===== config.mk =====
export PLATFORM = sky130hd
export DESIGN_NAME = gpio_irq_unit
export DESIGN_NICKNAME = d
export VERILOG_FILES = /design/src/rtl/gpio_irq_unit.sv
export SDC_FILE = /design/constraint.sdc
export NUM_CORES = 1
export LEC_CHECK = 0
export ABC_AREA = 1
export BUFFER_PORTS_ARGS = -buffer_cell sky130_fd_sc_hd__buf_2
export CORE_UTILIZATION = 53
export DETAILED_ROUTE_END_ITERATION = 16
export PLACE_DENSITY_LB_ADDON = 0.08
export SYNTH_ARGS = -nofsm -noshare
export SYNTH_HDL_FRONTEND = slang
export SYNTH_SLANG_ARGS = --single-unit

===== constraint.sdc =====
create_clock -name clk -period 3.6 [get_ports clk]
set_clock_uncertainty 0.1 [all_clocks]
set_input_delay 0.72 -clock clk [delete_from_list [all_inputs] [get_ports clk]]
set_output_delay 0.72 -clock clk [all_outputs]
set_load 0.01 [all_outputs]

===== src/rtl/gpio_irq_unit.sv =====
module gpio_irq_unit #(
  parameter int NLINES = 32
) (
  input  logic              clk,
  input  logic              rst_n,
  input  logic              reg_we,
  input  logic [2:0]        reg_addr,
  input  logic [NLINES-1:0] reg_wdata,
  output logic [NLINES-1:0] reg_rdata,
  input  logic [NLINES-1:0] pin_in,
  output logic              irq_out
);
  localparam logic [2:0] A_EN   = 3'd0;
  localparam logic [2:0] A_MSK  = 3'd1;
  localparam logic [2:0] A_KIND = 3'd2;
  localparam logic [2:0] A_DUAL = 3'd3;
  localparam logic [2:0] A_POL  = 3'd4;
  localparam logic [2:0] A_RAW  = 3'd5;
  localparam logic [2:0] A_PEND = 3'd6;
  localparam logic [2:0] A_ACK  = 3'd7;
  localparam logic [NLINES-1:0] ZERO = '0;

  logic [NLINES-1:0] en_r, msk_r, kind_r, dual_r, pol_r, raw_r, prev_r;
  logic [NLINES-1:0] rise, fall, edge_hit, lvl_hit, hit, ack, pend;

  assign rise     = pin_in & ~prev_r;
  assign fall     = ~pin_in & prev_r;
  assign edge_hit = (dual_r & (rise | fall)) | (~dual_r & pol_r & fall) | (~dual_r & ~pol_r & rise);
  assign lvl_hit  = pin_in ^ pol_r;
  assign hit      = en_r & ((kind_r & lvl_hit) | (~kind_r & edge_hit));
  assign ack      = (reg_we && reg_addr == A_ACK) ? reg_wdata : ZERO;
  assign pend     = raw_r & ~msk_r;

  always_ff @(posedge clk) begin
    if (!rst_n) begin
      en_r   <= '0;
      msk_r  <= '0;
      kind_r <= '0;
      dual_r <= '0;
      pol_r  <= '0;
    end else if (reg_we) begin
      case (reg_addr)
        A_EN:    en_r   <= reg_wdata;
        A_MSK:   msk_r  <= reg_wdata;
        A_KIND:  kind_r <= reg_wdata;
        A_DUAL:  dual_r <= reg_wdata;
        A_POL:   pol_r  <= reg_wdata;
        default: ;
      endcase
    end
  end

  always_ff @(posedge clk) begin
    if (!rst_n) begin
      raw_r   <= '0;
      prev_r  <= '0;
      irq_out <= 1'b0;
    end else begin
      raw_r   <= (kind_r & hit) | (~kind_r & ((raw_r & ~ack) | hit));
      prev_r  <= pin_in;
      irq_out <= |pend;
    end
  end

  always_comb begin
    case (reg_addr)
      A_EN:    reg_rdata = en_r;
      A_MSK:   reg_rdata = msk_r;
      A_KIND:  reg_rdata = kind_r;
      A_DUAL:  reg_rdata = dual_r;
      A_POL:   reg_rdata = pol_r;
      A_RAW:   reg_rdata = raw_r;
      A_PEND:  reg_rdata = pend;
      default: reg_rdata = ZERO;
    endcase
  end

  AST_DISABLED_NO_SET: assert property (@(posedge clk) disable iff (!rst_n)
    1'b1 |=> ((raw_r & ~$past(raw_r) & ~$past(en_r)) == ZERO));

  AST_CLEAR_WORKS: assert property (@(posedge clk) disable iff (!rst_n)
    (reg_we && reg_addr == A_ACK) |=> ((raw_r & $past(reg_wdata & ~en_r & ~kind_r)) == ZERO));

  AST_LEVEL_IDLE_LOW: assert property (@(posedge clk) disable iff (!rst_n)
    1'b1 |=> ((raw_r & $past(kind_r & ~(pin_in ^ pol_r))) == ZERO));

  AST_LEVEL_HELD: assert property (@(posedge clk) disable iff (!rst_n)
    1'b1 |=> ((~raw_r & $past(kind_r & en_r & (pin_in ^ pol_r))) == ZERO));

  AST_IRQ_ONE_LATE: assert property (@(posedge clk) disable iff (!rst_n)
    irq_out |-> $past(|(raw_r & ~msk_r)));

  AST_IRQ_NOT_LOST: assert property (@(posedge clk) disable iff (!rst_n)
    (|(raw_r & ~msk_r)) |=> irq_out);
endmodule


==> results of run 1 <==
worst max path at each step:
stage	from	to	slack, ns
6_report	reg_addr[0]	reg_rdata[13]	0.70
2_1_floorplan	reg_addr[0]	reg_rdata[0]	1.21
3_3_place_gp	reg_addr[0]	reg_rdata[13]	0.75
3_5_place_dp	reg_addr[0]	reg_rdata[13]	0.70
5_1_grt	reg_addr[0]	reg_rdata[13]	0.53
4_1_cts	reg_addr[0]	reg_rdata[13]	0.70
cells in the mapped netlist:
| library cell | count |
|---|---|
| sky130_fd_sc_hd__nor2_2 | 1 |
| sky130_fd_sc_hd__dfxtp_1 | 225 |
| sky130_fd_sc_hd__inv_2 | 5 |
| sky130_fd_sc_hd__o21ai_0 | 284 |
| sky130_fd_sc_hd__nor3_4 | 1 |
| sky130_fd_sc_hd__o22ai_1 | 35 |
| sky130_fd_sc_hd__inv_1 | 257 |
| sky130_fd_sc_hd__nand2_1 | 236 |
| sky130_fd_sc_hd__buf_2 | 20 |
| sky130_fd_sc_hd__nand3_1 | 97 |
| sky130_fd_sc_hd__nand3_2 | 2 |
| sky130_fd_sc_hd__buf_6 | 2 |
| sky130_fd_sc_hd__nor3_2 | 1 |
| sky130_fd_sc_hd__nand2_2 | 2 |
| sky130_fd_sc_hd__a21oi_1 | 218 |
| sky130_fd_sc_hd__nor2_4 | 1 |
| sky130_fd_sc_hd__o21ai_1 | 6 |
| sky130_fd_sc_hd__buf_4 | 3 |
| sky130_fd_sc_hd__buf_1 | 3 |
| sky130_fd_sc_hd__clkbuf_1 | 54 |
| sky130_fd_sc_hd__ha_1 | 64 |
| sky130_fd_sc_hd__nor2_1 | 218 |
per-layer routing:
layer	up-vias	track usage, %	share of wire (%)
met4	2	7.63	1.9
met3	51	3.82	6.8
li1	5783	-	-
met5	-	0	0.047
met1	5141	37.7	44
met2	345	48.3	47
power by group through the flow:
| stage | logic (W) | clock network (W) | registers [W] |
|---|---|---|---|
| final | 0.000616 | 0.00278 | 0.00265 |
| after global routing | 0.000701 | 0.00293 | 0.00266 |
| after CTS | 0.000613 | 0.00282 | 0.00265 |
| after detailed placement | 0.000608 | 0 | 0.00270 |
| after global placement | 0.000596 | 0 | 0.00270 |
| after floorplan | 0.000385 | 0 | 0.00269 |
worst max-delay path, cell delays in order:
cell and delay (ns):
sky130_fd_sc_hd__buf_2 0.14, sky130_fd_sc_hd__nor2_1 0.27, sky130_fd_sc_hd__nand2_1 0.09, sky130_fd_sc_hd__buf_4 0.31, sky130_fd_sc_hd__o22ai_1 0.22, sky130_fd_sc_hd__nor2_1 0.06
sky130_fd_sc_hd__nand3_1 0.12, sky130_fd_sc_hd__buf_2 0.15
cell type report:
class,count,share of cell area [%]
clock buffers,38,5.90
clock inverters,10,0.938
inverters,262,7.37
multi-input cells,1166,43.7
flip-flops and latches,225,33.8
well taps,275,2.58
repair buffers,124,5.74
flip-flops by register name, indices dropped and copies added (netlist names):
signal   count
dual_r      32
msk_r       32
irq_out      1
kind_r      32
prev_r      32
pol_r       32
en_r        32
raw_r       32
cells by family (layout without fill, tap and decap cells):
logic type                 Yosys count  in the layout  share of synthesized area, %
AOI/OAI and AO/OA                  543            543                          23.7
adders and majority gates           64             64                          6.86
buffers and inverters              344            434                          11.5
DFF                                225            225                          38.6
and+or+nand+nor                    559            559                          19.4
stage by stage:
stage                     util, %  area (µm²)  power, W  setup slack (ns)
after floorplan                 -       11700   0.00307              1.21
after global placement       58.4       12400   0.00330             0.754
after detailed placement     58.4       12400   0.00331             0.703
after CTS                    62.7       13300   0.00608             0.700
after global routing         62.7       13300   0.00629             0.531
final                        62.7       13300   0.00604             0.697
==> results summary, run 1 <==
The vertical die dimension is between 150 and 200 µm. The logic depth of the worst register-to-register path is 7. 0 antenna diodes ended up in the layout.

The number of instances on the worst hold path came out at 3. Once layout is complete, the cells apart from fillers number approximately 2,100. The effective utilization at floorplan is between 50% and 60%.

The average size of a mapped cell came out at between 6 and 7 µm². The number of slew-limit violations in the final report is 0. The startpoint type of the worst setup path is an input pin. Counting along the longest clock path gives a buffer depth of 3.

The final critical path takes up about four fifths of the cycle. The type of the worst setup path is input pin to primary output. The clock-pin slew on the worst setup and hold paths came out at 0.05 ns. The worst setup path is captured at a primary output. Per report_power, the sequential group accounts for a little over two fifths of the total. sky130_fd_sc_hd__dfxtp_1 takes more of the synthesized area than any other cell. Sorting the synthesized cells by area gives the leading types as sky130_fd_sc_hd__dfxtp_1, sky130_fd_sc_hd__o21ai_0, sky130_fd_sc_hd__a21oi_1, sky130_fd_sc_hd__inv_1, sky130_fd_sc_hd__nand2_1. The post-CTS setup buffer count is 0.

The remaining antenna violation count is 0. The number of failing hold endpoints at the final stage came to 0. just over 100 I/O pins were placed. The clock network latency to the later pin of the worst-skew pair came out at between 0.5 and 0.6 ns.

The power density over the cells is 453 mW/mm². The area used by multi-input combinational logic is approximately 0.0058 mm². The net total in the final layout is 1,940. The synthesis-to-finish area growth came out at 14.3%. The CTS H-tree depth is 1. The cell sitting at the root of the clock tree is a sky130_fd_sc_hd__clkbuf_16. The number of violations of the max-capacitance limit is 0.

The gate count after technology mapping is between 1,500 and 2,000. The hold-fix buffer count after cts came out at 0. The overall fraction of global-route tracks in use came out at between 20 and 30%. After detailed routing, the average wire length per cell comes to approximately 15 µm. For the final routed database, the setup TNS stands at 0 ns. The number of global-route vias before repair was between 10,000 and 15,000.

At the worst endpoint, the arrival time is about 2.1 ns. The synthesized netlist net count came out at around 1,900. The CTS tree is built.

The top cell type by area accounts for between 30% and 40% of the synthesized area. The number of cells upsized or downsized after cts is 0. The worst hold path begins at pin_in[13].

The HPWL after detailed placement is 19,600 µm. Measured against its own limit, the worst slew margin works out to between 30% and 40%. The post-detailed-routing wire length came out at between 30,000 and 40,000 µm. The placer's final routability congestion estimate came out at between 0.8 and 0.9. The maximum number of pins on one net before global-route repair is 69.

The number of different library cells used by synthesis comes to 22. In the routed design, unresolved DRC markers number 0. After the first detailed-routing iteration, the DRC count stood at roughly 740.

The via density per instance is 5.39. The maximum resistive drop on vdd came out at approximately 0.37 mV. The first global-routing pass estimated around 51,000 µm of wire.

The placeable core region is between 0.02 and 0.025 mm². The power share of the clock group is around 46%. The power dissipated by switching net loads came out at around 0.0015 W.

The number of fillers in the final layout is 2,002. The slew at the pin closest to its max-slew limit is between 1 and 1.5 ns. In this run the static leakage power is around 5.8 nW.

In this run the core area contains between 50 and 60 standard-cell rows. In this run the critical register-to-register path is launched from msk_r[14]. Hold timing on the final database bottoms out at a slack of between 0.3 and 0.4 ns. The worst hold path belongs to the class input pin to flop. The flip-flop and latch count after synthesis came out at around 230. The share of layout cells above drive strength 1 came out at around 9.9%. The internal power summed over all cells came out at about 0.0045 W.

The data required time of the worst path is roughly 2.8 ns. Setup repair after global routing left no endpoint under its margin. In this run the critical register-to-register path is captured at irq_out. The portion of the post-synthesis area used by sequential elements is between 30% and 40%. The remaining global-route overflow is 0. The initial antenna violation count came out at 1. The synthesized netlist occupies a cell area of between 0.01 and 0.015 mm². The flow ran to the end, and the final reports show no timing, DRC or antenna violations. The combined flip-flop and latch cell area is between 0.004 and 0.005 mm².

Summing over every cut layer, the via total after detailed routing is between 10,000 and 15,000. The die area is roughly 0.023 mm². Counting I/O delays and the setup requirement, the final critical path takes 2.90 ns. For this run, the detailed router's first-pass iteration total came to 5. The total instance count after detailed placement came out at 2,052. The top cell types in the final layout, fill and taps aside, are sky130_fd_sc_hd__o21ai_0, sky130_fd_sc_hd__inv_1, sky130_fd_sc_hd__nand2_1, sky130_fd_sc_hd__dfxtp_1. Leaving out fill and tap cells, the most frequent cell in the layout is sky130_fd_sc_hd__o21ai_0. The number of buffers inserted during clock tree synthesis is 27. The worst hold path terminates at prev_r[13]. The register-to-register path setup slack came out at approximately 2.3 ns. Setup violations remaining at the end of the flow were counted as 0. The clock drives 225 sinks. The number of buffers added on ports came out at 102.

The number of warnings reported in the yosys synthesis log came out at 0. The highest attainable clock frequency is roughly 340 MHz. Per report_power, the combinational group accounts for between 10% and 20% of the total. The fraction of power spent switching nets came out at about a quarter.

In this run the horizontal extent of the chip is approximately 150 µm. The maximum fanout along the worst path is 32.
(Power assumes the default switching activity.)
==> run 2: changes to the inputs <==
==> constraint.sdc (replaced) <==
create_clock -name clk -period 3 [get_ports clk]
set_clock_uncertainty 0.1 [all_clocks]
set_input_delay 0.6 -clock clk [delete_from_list [all_inputs] [get_ports clk]]
set_output_delay 0.6 -clock clk [all_outputs]
set_load 0.01 [all_outputs]
==> run 2 against run 1 <==
Compared with the run above:
- cell count increased by 0.14%
- wire length increased by 1.7%
- power increased by 21%
- clock-buffer cell count decreased by 1
- worst hold slack got worse by 0.13 ns
- core utilization increased by 0.28 points
- final area increased by 0.44%
- global-route usage increased by 0.67 points
==> results summary, run 2 (synthesis results as in run 1) <==
Status: finished clean (unchanged). The power consumption was 0.00732 W (was 0.00604 W). Based on the critical path, the design can be clocked at up to between 300 and 400 MHz.

The total via count in the routed design came out at 11,300 (about the same). The number of global-route vias before repair is 10,500 (was 10,200). The endpoint of the lowest-slack register-to-register path was irq_out (unchanged). The data required time of the worst path is 2.30 ns (was 2.78 ns).

The number of detailed-route iterations in the first pass is 5 (unchanged). The final count of negative-setup-slack endpoints is 0 (unchanged). The synthesis-to-finish area growth came out at 14.8% (was 14.3%). The initial antenna violation count is 3 (was 1). The placeable core region came out at 0.0213 mm² (unchanged). The number of cells in the finished layout apart from fillers is 2,103 (was 2,100).

The clock-pin slew on the worst setup and hold paths was 0.06 ns (was 0.05 ns). The type of the worst setup path is input pin to primary output (unchanged). The CTS H-tree depth is 1 (unchanged). The maximum resistive drop on vdd came to 0.404 mV (was 0.369 mV).

The power density over the cells came out at 546 mW/mm² (was 453 mW/mm²). The number of failing hold endpoints at the final stage came out at 0 (unchanged). The CTS tree was built (unchanged). The cell leakage power is 5.85 nW (was 5.83 nW).

The register-to-register path setup slack came to 1.70 ns (was 2.29 ns). The fraction of power spent switching nets came to 25.3% (was 25.2%). Unrepaired setup endpoints after global routing: no (unchanged).

The vertical die dimension is 150 µm (unchanged). The time the worst path needs with I/O delays and setup is roughly 2.8 ns. The die area was 0.0226 mm² (unchanged). The number of buffers added on ports was 102 (unchanged). The effective utilization at floorplan was 54.8% (unchanged).

The hold-fix buffer count after cts came to 0 (unchanged). The clock network latency to the later pin of the worst-skew pair is 0.54 ns (was 0.53 ns). The post-CTS setup buffer count came out at 0 (unchanged).

The internal power summed over all cells came out at 0.00547 W (was 0.00452 W). The placer's final routability congestion estimate came out at 0.844 (was 0.829). The via density per instance is 5.39 (about the same).

The count of standard-cell rows came out at 53 (unchanged). The slew at the pin closest to its max-slew limit is 0.996 ns (was 1.00 ns). The initial DRC count was 719 (was 741). The total negative slack came to 0 ns (unchanged). The number of buffers inserted during clock tree synthesis is 26 (was 27).

The part of the power in combinational logic is 10.2% (about the same). The global-route wire length before repair came to 52,400 µm (was 51,000 µm). The startpoint type of the worst setup path is an input pin (unchanged). The total instance count after detailed placement is 2,054 (was 2,052).

The critical path data arrival time is 2.06 ns (was 2.08 ns). The net total in the final layout is 1,941 (was 1,940). The power share of the clock group came out at 46.4% (was 46.0%).

The remaining antenna violation count came out at 0 (unchanged). In the finished design, the share of the clock period the worst path needs comes to between 90% and 100%. The sink count of the clock tree is 225 (unchanged). The number of slew-limit violations in the final report came out at 0 (unchanged). The type of the worst min-delay path is input pin to flop (unchanged). The type of destination of the critical path is a primary output (unchanged). The overall fraction of global-route tracks in use came out at 29.1% (was 28.5%). The power dissipated by switching net loads came out at 0.00186 W (was 0.00152 W). The number of violations of the max-capacitance limit came to 0 (unchanged). The chip width came out at 150 µm (unchanged). The count of boundary I/O pins came out at 103 (unchanged). The endpoint of the worst hold-timing path is prev_r[13] (unchanged). Commonest non-fill, non-tap cells in the layout: sky130_fd_sc_hd__o21ai_0, sky130_fd_sc_hd__inv_1, sky130_fd_sc_hd__nand2_1, sky130_fd_sc_hd__dfxtp_1 (unchanged). The beginning of the worst hold path is pin_in[13] (unchanged).

The cell at the root of the clock tree was sky130_fd_sc_hd__clkbuf_16 (unchanged). The number of instances on the worst hold path is 3 (unchanged). The wire length per cell is 15.5 µm (was 15.2 µm). The post-detailed-routing wire length is 32,500 µm (was 32,000 µm).

The maximum number of pins on one net before global-route repair is 138 (was 69). The number of cells upsized or downsized after cts is 0 (unchanged). The deepest clock path buffer count was 3 (unchanged). The startpoint of the worst register-to-register path was msk_r[14] (unchanged). The startpoint of the worst setup timing path is reg_addr[0] (unchanged).

The maximum fanout along the worst path is 13 (was 32). The most frequent standard cell in the layout excluding fill and tap cells is sky130_fd_sc_hd__o21ai_0 (unchanged). The logic depth of the worst register-to-register path came out at 7 (unchanged). The post-DP HPWL is 20,000 µm (was 19,600 µm).

The sequential fraction of design power is 43.4% (was 43.8%). The DRC violation count after routing is 0 (unchanged). The remaining global-route overflow is 0 (unchanged). The share of layout cells above drive strength 1 came out at 9.80% (was 9.92%). The number of fillers in the final layout came out at 1,991 (was 2,002).

The headroom to the max-slew limit is 33.5% (was 33.1%).
==> run 2: cell types whose count changed in the layout (fill, tap and decap cells not counted) <==
cell                         delta
sky130_fd_sc_hd__buf_12         +3
sky130_fd_sc_hd__clkbuf_1       +4
sky130_fd_sc_hd__clkinv_8       +1
sky130_fd_sc_hd__clkinv_2       -3
sky130_fd_sc_hd__diode_2        +1
sky130_fd_sc_hd__clkbuf_8       -4
sky130_fd_sc_hd__bufinv_16      +2
sky130_fd_sc_hd__clkinvlp_4     +1
sky130_fd_sc_hd__buf_4          -1
sky130_fd_sc_hd__clkbuf_16      -1
==> run 2: how the worst max path moves through the flow <==
stage,end,cells past startpoint
floorplan,reg_rdata[0],6
global placement,reg_rdata[17],8
detailed placement,reg_rdata[10],8
CTS,reg_rdata[10],8
global route,reg_rdata[24],8
finish,reg_rdata[26],8
==> run 2: cell type report <==
| cell class | instances | area, µm² | area share, % |
|---|---|---|---|
| Multi-Input combinational cell | 1166 | 5830 | 43.5 |
| Sequential cell | 225 | 4500 | 33.6 |
| Inverter | 262 | 983 | 7.34 |
| Timing Repair Buffer | 126 | 818 | 6.11 |
| Clock buffer | 37 | 722 | 5.39 |
| Tap cell | 275 | 344 | 2.57 |
| Clock inverter | 11 | 194 | 1.45 |
| Antenna cell | 1 | 2.50 | 0.0187 |
==> run 2: metrics by stage <==
stage               hold WS [ns]  utilization [%]  cell area [µm²]  worst slack, ns
floorplan                  0.340                -            11700            0.846
global placement           0.353             58.6            12500            0.271
detailed placement         0.356             58.6            12500            0.254
CTS                        0.164             63.0            13400            0.252
global route               0.184             63.0            13400           0.0808
finish                     0.177             63.0            13400            0.241
==> run 2: routing by layer <==
| layer | global-route usage, % | vias to the layer above | share of wire [%] |
|---|---|---|---|
| met3 | 4.58 | 63 | 6.3 |
| li1 | - | 5771 | - |
| met4 | 8.84 | 4 | 2.1 |
| met1 | 37.0 | 5175 | 44 |
| met5 | 0 | - | 0.074 |
| met2 | 50.5 | 324 | 47 |
==> run 2: critical path, cell delays in order <==
cell                      delay, ns
sky130_fd_sc_hd__buf_2         0.14
sky130_fd_sc_hd__nor2_1        0.27
sky130_fd_sc_hd__nand2_1       0.35
sky130_fd_sc_hd__buf_12        0.28
sky130_fd_sc_hd__o22ai_1       0.14
sky130_fd_sc_hd__a21oi_1       0.07
sky130_fd_sc_hd__nand2_1       0.08
sky130_fd_sc_hd__buf_2         0.14
==> run 2: power by group through the flow <==
stage,clock network [W],logic (W),registers [W]
after CTS,0.00344,0.000742,0.00318
after floorplan,0,0.000462,0.00322
final,0.00340,0.000745,0.00318
after global routing,0.00357,0.000851,0.00319
after global placement,0,0.000718,0.00324
after detailed placement,0,0.000736,0.00324
